### src/rtl/dst_pkg.sv
package dst_pkg;
  typedef enum logic [0:0] {
    ST_IDLE = 1'b0,
    ST_RUN  = 1'b1
  } run_state_e;
endpackage

### src/rtl/dst_seq.sv
module dst_seq
  import dst_pkg::*;
#(
  parameter int SEL_W = 3
) (
  input  logic             clk,
  input  logic             rst_n,
  input  logic             start_i,
  output logic             accept_o,
  output logic             busy_o,
  output logic             last_o,
  output logic             done_o,
  output logic [SEL_W-1:0] code_o
);
  localparam logic [SEL_W-1:0] CODE_MAX = '1;

  run_state_e       state_q;
  logic [SEL_W-1:0] cnt_q;
  logic             done_q;

  assign busy_o   = (state_q == ST_RUN);
  assign accept_o = (state_q == ST_IDLE) && start_i;
  assign last_o   = busy_o && (cnt_q == CODE_MAX);
  assign done_o   = done_q;
  assign code_o   = cnt_q;

  always_ff @(posedge clk or negedge rst_n) begin
    if (!rst_n) begin
      state_q <= ST_IDLE;
      cnt_q   <= '0;
      done_q  <= 1'b0;
    end else begin
      done_q <= 1'b0;
      unique case (state_q)
        ST_IDLE: begin
          if (start_i) begin
            state_q <= ST_RUN;
            cnt_q   <= '0;
          end
        end
        ST_RUN: begin
          if (cnt_q == CODE_MAX) begin
            state_q <= ST_IDLE;
            cnt_q   <= '0;
            done_q  <= 1'b1;
          end else begin
            cnt_q <= cnt_q + 1'b1;
          end
        end
        default: state_q <= ST_IDLE;
      endcase
    end
  end


  done_after_busy_chk: assert property (@(posedge clk) disable iff (!rst_n)
    done_o |-> (!busy_o && $past(busy_o)));


  run_begins_at_zero_chk: assert property (@(posedge clk) disable iff (!rst_n)
    accept_o |=> (busy_o && code_o == '0));


  run_continues_chk: assert property (@(posedge clk) disable iff (!rst_n)
    (busy_o && !last_o) |=> (busy_o && code_o == $past(code_o) + 1'b1));
endmodule

### src/rtl/dst_decoder.sv
module dst_decoder #(
  parameter int SEL_W = 3,
  localparam int OUT_W = 1 << SEL_W
) (
  input  logic [SEL_W-1:0] sel_i,
  output logic [OUT_W-1:0] hot_o
);
  for (genvar i = 0; i < OUT_W; i++) begin : g_line
    assign hot_o[i] = (sel_i == SEL_W'(i));
  end
endmodule

### src/rtl/dst_parity_chk.sv
module dst_parity_chk #(
  parameter int WIDTH = 8
) (
  input  logic [WIDTH-1:0] raw_i,
  input  logic [WIDTH-1:0] stuck_lo_i,
  input  logic [WIDTH-1:0] stuck_hi_i,
  output logic [WIDTH-1:0] word_o,
  output logic             ok_o
);
  for (genvar i = 0; i < WIDTH; i++) begin : g_inject
    assign word_o[i] = stuck_hi_i[i] | (raw_i[i] & ~stuck_lo_i[i]);
  end

  assign ok_o = ^word_o;
endmodule

### src/rtl/dec_selftest.sv
module dec_selftest #(
  parameter int SEL_W = 3,
  localparam int OUT_W = 1 << SEL_W
) (
  input  logic             clk,
  input  logic             rst_n,
  input  logic             start_i,
  input  logic [OUT_W-1:0] stuck_lo_i,
  input  logic [OUT_W-1:0] stuck_hi_i,
  output logic             busy_o,
  output logic             done_o,
  output logic             pass_o,
  output logic             fail_o,
  output logic [SEL_W-1:0] fail_code_o
);
  logic             accept;
  logic             last;
  logic [SEL_W-1:0] code;
  logic [OUT_W-1:0] dec_word;
  logic [OUT_W-1:0] chk_word;
  logic             word_ok;

  logic             fail_q;
  logic             valid_q;
  logic [SEL_W-1:0] code_q;

  dst_seq #(.SEL_W(SEL_W)) u_seq (
    .clk      (clk),
    .rst_n    (rst_n),
    .start_i  (start_i),
    .accept_o (accept),
    .busy_o   (busy_o),
    .last_o   (last),
    .done_o   (done_o),
    .code_o   (code)
  );

  dst_decoder #(.SEL_W(SEL_W)) u_dec (
    .sel_i (code),
    .hot_o (dec_word)
  );


  dec_onehot_chk: assert property (@(posedge clk) disable iff (!rst_n)
    busy_o |-> $onehot(dec_word));

  dst_parity_chk #(.WIDTH(OUT_W)) u_chk (
    .raw_i      (dec_word),
    .stuck_lo_i (stuck_lo_i),
    .stuck_hi_i (stuck_hi_i),
    .word_o     (chk_word),
    .ok_o       (word_ok)
  );

  always_ff @(posedge clk or negedge rst_n) begin
    if (!rst_n) begin
      fail_q  <= 1'b0;
      valid_q <= 1'b0;
      code_q  <= '0;
    end else if (accept) begin
      fail_q  <= 1'b0;
      valid_q <= 1'b0;
      code_q  <= '0;
    end else if (busy_o) begin
      if (!word_ok && !fail_q) begin
        fail_q <= 1'b1;
        code_q <= code;
      end
      if (last) valid_q <= 1'b1;
    end
  end

  assign fail_o      = fail_q;
  assign fail_code_o = code_q;
  assign pass_o      = valid_q & ~fail_q;


  even_word_flagged_chk: assert property (@(posedge clk) disable iff (!rst_n)
    (busy_o && ($countones(chk_word) % 2 == 0)) |=> fail_o);


  fail_sticky_chk: assert property (@(posedge clk) disable iff (!rst_n)
    (fail_o && !accept) |=> fail_o);


  first_code_hold_chk: assert property (@(posedge clk) disable iff (!rst_n)
    (fail_o && !accept) |=> $stable(fail_code_o));


  verdict_exclusive_chk: assert property (@(posedge clk) disable iff (!rst_n)
    !(pass_o && fail_o));
endmodule

### config.mk
export PLATFORM = sky130hd
export DESIGN_NAME = dec_selftest
export DESIGN_NICKNAME = d
export VERILOG_FILES = /design/src/rtl/dst_pkg.sv /design/src/rtl/dst_seq.sv /design/src/rtl/dst_decoder.sv /design/src/rtl/dst_parity_chk.sv /design/src/rtl/dec_selftest.sv
export SDC_FILE = /design/constraint.sdc
export NUM_CORES = 1
export LEC_CHECK = 0
export BUFFER_PORTS_ARGS = -buffer_cell sky130_fd_sc_hd__buf_2
export CAP_MARGIN = 20
export CORE_MARGIN = 5
export CORE_UTILIZATION = 48
export DETAILED_ROUTE_END_ITERATION = 7
export PLACE_DENSITY = 0.74
export SKIP_LAST_GASP = 1
export SLEW_MARGIN = 25
export SYNTH_ARGS = -nofsm -noshare
export SYNTH_HDL_FRONTEND = slang
export SYNTH_SLANG_ARGS = --single-unit
### constraint.sdc
create_clock -name clk -period 2.4 [get_ports clk]
set_input_delay 0.48 -clock clk [delete_from_list [all_inputs] [get_ports clk]]
set_output_delay 0.48 -clock clk [all_outputs]
set_load 0.05 [all_outputs]
==> results.ini, run 1 <==
[timing]
slew_headroom_pct=67.5
clock.fmax_ghz=0.426
clock_skew_ns=0.000734
finalMaxSlewViolations=0
setup_viol=0
fin_setup_tns_ns=0
holdWs_ns=0.0675
final.min_clock_period_ns=2.35
rsz0062_at_grt=yes
hold_viol_final=0
worst_slew_pin_slew_ns=0.487
post-route-period-util_pct=97.8
setup_slack_ns=0.0526

[clock_tree]
cts_tree=done
hold_buffers=0
root_buffer=clkbuf_4
insertion_delay_ns=0.26
clk_pin_slew_ns=0.07
htree_num_levels=1
cts_sinks=10
cts_buffers=3
cts.path.max_buffers=2

[detailed_routing]
drt-total-wl_microns=1800
ant_nets=0
drc_errors=0
viasPerCell=5.55
dr.pass1.iters=7
wl_per_cell_microns=14.0
drt_iter0_markers=10
vias=716

[logic_synthesis]
synthArstFlopShare_pct=100
avgSynthCellArea_sq_um=9.21
synth.distinct_cells=27
synth_seq_area_share_pct=34.0
netlist_instances=80
synth_edf_count=0
yosysWarnings=0
synth-main-ff-cell=dfrtp_1
synth_nets=105
synth-seq-cells=10
syn_area_sq_um=737

[floorplanning]
fp-row-count=14
ios=26
dieArea_sq_um=2420
fp.dieW_microns=49.2
die_h_microns=49.2
start_util_pct=49.5
placeableCoreArea_sq_um=1490

[worst_setup_path]
cp.required_ns=2.53
rr_startpoint=u_seq.code_o[1]
r2r_slack_ns=0.05
r2r_cells=8
crit_slowest_cell=dfrtp_2
crit_family=compound AO/OA/AOI/OAI gates
start_kind=flip-flop
worstPathCellList=inv_2 -> ha_4 -> or3b_4 -> o211a_1 -> a311o_2 -> a211oi_4 -> o21a_2 -> o211ai_1
critPathMaxStageDelay_ns=0.44
crit_fanout=5
crit_type=reg2reg
crit_path_end_kind=flip-flop
path_buf_inv=1
cp_data_arrival_time_ns=2.47
r2r_end=fail_code_o[1]

[grt]
track_usage_pct=15.2
grt_antenna_before_repair=0
grt_max_degree=17
first_global_vias=695
grt_overflow=0
grt_first_pass_wirelength_microns=2960

[power_and_ir_drop]
cellPowerDensity_nw_per_um2=1190
p_leak_nw=0.502
total_power_mw=1.22
peakVddDrop_mv=0.720

[cells_and_area]
final_cell_count_no_fill=129
fillers=123
drive_gt1_share_pct=45.1
syn_to_final_growth_pct=39.4
layout_common_cells=buf_2 (25), nand2_1 (9), dfrtp_1 (8)
n_antenna_cell=0
nNetsFinal=139
layout.cells.most_common=buf_2

[placed_design]
dp_hpwl_microns=1350
dp_cells=120
place_ws_ns=-0.0391
port_buffers=25
gp_congestion=0.716

[outcome]
status=finished clean

[worst_hold_path]
min-delay-path-class=in2async

[job]
maxCapViolations=0

## where the power goes
| part | switching (mW) | total (mW) | internal, mW |
|---|---|---|---|
| logic | 0.433 | 0.703 | 0.270 |
| registers | 0.119 | 0.369 | 0.250 |
| clock network | 0.0573 | 0.149 | 0.0920 |
| total | 0.609 | 1.22 | 0.612 |
## synthesized netlist by cell type (2+ instances only)
master,count,area [sq um]
and3b_1,3,26.3
nand2_1,9,33.8
dfrtp_1,10,250
a211oi_1,2,15.0
nor2_1,4,15.0
o31ai_1,3,22.5
nor3b_1,3,22.5
o21ai_0,5,25.0
o2111ai_1,4,35.0
inv_1,8,30.0
o211a_1,3,30.0
nand2b_1,2,12.5
ha_1,6,75.1
a211oi_2,2,25.0
o211ai_1,4,30.0
## stage by stage
step                      cell area (sq um)  util [%]
after global placement                  878      59.0
after detailed placement                878      59.0
after global routing                   1030      69.0
after CTS                               920      61.8
after floorplan                         737         -
final                                  1030      69.0
## cell families after synthesis
logic type | after synthesis | synth area share (%)
compound gates | 29 | 31.4
fa+ha+maj | 6 | 10.2
buf+inv | 9 | 4.58
flops | 10 | 34.0
simple gates | 26 | 19.9
## registers in the layout, summed over array words and instances (netlist names)
name and cells:
u_seq.busy_o 1, valid_q 1, fail_o 1, fail_code_o 3, u_seq.done_o 1, u_seq.code_o 3
## metal layers
metal | vias up | track usage, % | share of wire [%]
li1 | 364 | - | -
met1 | 330 | 19.4 | 45
met2 | 20 | 24.2 | 49
met3 | 2 | 4.28 | 6.5
met4 | 0 | 5.38 | 0.22
met5 | - | 0 | 0
## layout make-up
type                       count  area, sq um  area share (%)
inverter                       8         30.0            2.92
clock buffer                   4         36.3            3.53
timing repair buffer          30          163            15.8
tap                           16         20.0            1.95
multi-input combinational     61          526            51.2
sequential                    10          253            24.6
## what timing repair did
item                                    4_1_cts  5_1_grt
endpoints found under the setup margin        3        4
pin swaps                                     0        7
setup buffers                                 0        5
resized for setup                             1       15
cloned                                        0        0
## worst max-delay path by stage
stage               depth (start not counted)              to            start
floorplan                                   8  fail_code_o[0]  u_seq.code_o[0]
global placement                            8  fail_code_o[1]  u_seq.code_o[0]
finish                                      8  fail_code_o[1]  u_seq.code_o[1]
CTS                                         8  fail_code_o[1]  u_seq.code_o[1]
detailed placement                          8  fail_code_o[1]  u_seq.code_o[0]
global route                                8  fail_code_o[1]  u_seq.code_o[1]
Power figures use the tool's default switching activity.
==> run 2: changes to the inputs <==
--- a/config.mk
+++ b/config.mk
@@ -7,10 +7,9 @@
 export LEC_CHECK = 0
 export BUFFER_PORTS_ARGS = -buffer_cell sky130_fd_sc_hd__buf_2
 export CAP_MARGIN = 20
-export CORE_MARGIN = 5
 export CORE_UTILIZATION = 48
 export DETAILED_ROUTE_END_ITERATION = 7
-export PLACE_DENSITY = 0.74
+export PLACE_DENSITY = 0.78
 export SKIP_LAST_GASP = 1
 export SLEW_MARGIN = 25
 export SYNTH_ARGS = -nofsm -noshare
==> results.ini, run 2 (synthesized netlist as in run 1, its figures left out) <==
[floorplanning]
start_util_pct=53.9
fp-row-count=13
dieArea_sq_um=1700
fp.dieW_microns=41.2
placeableCoreArea_sq_um=1370
die_h_microns=41.2
ios=26

[power_and_ir_drop]
internal-power_mw=0.606
peakVddDrop_mv=0.857
combPwrFrac_pct=57.4
power_switching_mw=0.612
p_clk_share_pct=12.3
p_leak_nw=0.493
cellPowerDensity_nw_per_um2=1200
switching_share_pct=50.2
pwr-share-seq_pct=30.3

[detailed_routing]
drt-total-wl_microns=1730
ant_nets=0
wl_per_cell_microns=13.8
vias=723
viasPerCell=5.74
drc_errors=0
drt_iter0_markers=7
dr.pass1.iters=4

[placed_design]
placed_cell_area_sq_um=877
dp_hpwl_microns=1250
port_buffers=25
dp_cells=119
gp_congestion=0.792

[timing]
worst_slew_pin_slew_ns=0.482
fin_setup_tns_ns=0
final.min_clock_period_ns=2.34
clock_skew_ns=0.00679
post-route-period-util_pct=97.3
finalMaxSlewViolations=0
clock.fmax_ghz=0.428
hold_viol_final=0
setup_viol=0
rsz0062_at_grt=yes
slew_headroom_pct=67.9

[clock_tree]
insertion_delay_ns=0.26
cts_sinks=10
cts_tree=done
htree_num_levels=1
clk_pin_slew_ns=0.07
root_buffer=clkbuf_4
hold_buffers=0
cts.path.max_buffers=2
cts_buffers=3

[cells_and_area]
n_antenna_cell=0
layout.cells.most_common=buf_2
drive_gt1_share_pct=43.2
seqCellArea_sq_um=251
multi_input_area_sq_um=529
nNetsFinal=137
final_cell_count_no_fill=126
layout_common_cells=buf_2 (25), nand2_1 (9), dfrtp_1 (9)
post-route-cell-area_sq_um=1010
final_util_pct=74.2
syn_to_final_growth_pct=37.5
fillers=109

[grt]
grt_overflow=0
grt_first_pass_wirelength_microns=2510
use_met2_pct=39.8
grt_max_degree=17
grt_util_met3_pct=4.89
track_usage_pct=22.9
gr-usage-met1_pct=27.7
first_global_vias=608
busiest_layer=met2
grt_antenna_before_repair=0

[worst_setup_path]
crit_fanout=5
crit_path_end_kind=flip-flop
crit_type=reg2reg
start_kind=flip-flop
cp_data_arrival_time_ns=2.52
cp.required_ns=2.59

[worst_hold_path]
min-delay-path-class=in2async

[job]
maxCapViolations=0

[outcome]
status=finished clean

[run 2: changes by cell type in the layout (fill, tap and decap cells not counted), sizes merged]
cell	change
buf	-2
[run 2: worst max-delay path: stages, from the launching register on]
cell and delay, ns:
dfrtp_1 0.44, inv_2 0.11, ha_4 0.13, or3b_4 0.39
o211a_1 0.16, a311o_2 0.35, a211oi_4 0.33, buf_4 0.17
o31ai_2 0.06, o21ai_1 0.11
[run 2: worst paths after layout]
kind | from | to | slack [ns] | cells after the start
max in group asynchronous | rst_n | u_seq.code_o[0] | 2.13 | 1
max reg2reg | u_seq.code_o[1] | fail_o | 0.06 | 9
min reg2reg | valid_q | valid_q | 0.53 | 2
max | u_seq.code_o[1] | fail_o | 0.06 | 9
min in group clk | start_i | u_seq.code_o[0] | 0.45 | 2
min | rst_n | fail_code_o[1] | 0.06 | 1
[run 2: what timing repair did]
| item | CTS | global route |
|---|---|---|
| pin swaps | 0 | 3 |
| setup buffers | 0 | 3 |
| endpoints found under the setup margin | 1 | 4 |
| resized for setup | 1 | 15 |
[run 2: through the flow]
stage / hold WS (ns) / setup WS (ns) / power (mW)
after detailed placement: 0.347 / 0.0127 / 0.947
after CTS: 0.0555 / 0.0217 / 1.10
after floorplan: 0.184 / 0.221 / 0.795
final: 0.0565 / 0.0650 / 1.22
after global placement: 0.347 / 0.0179 / 0.934
after global routing: 0.0575 / -0.0456 / 1.31
[run 2: cell type report]
cell class                      count  share of cell area, %
Multi-Input combinational cell     61                   52.2
Clock buffer                        4                   3.58
Tap cell                           15                   1.85
Inverter                            8                   2.96
Sequential cell                    10                   24.8
Timing Repair Buffer               28                   14.6
[run 2: power groups by stage]
stage,Combinational [mW],Sequential [mW],Clock (mW)
6_report,0.699,0.369,0.150
3_5_place_dp,0.595,0.351,0
5_1_grt,0.761,0.384,0.164
2_1_floorplan,0.334,0.462,0
3_3_place_gp,0.584,0.350,0
4_1_cts,0.601,0.348,0.154
[run 2: layer usage]
layer	vias up	share of wire, %
li1	361	-
met2	19	51
met1	341	45
met3	2	3.3
met5	-	0
met4	0	0.35
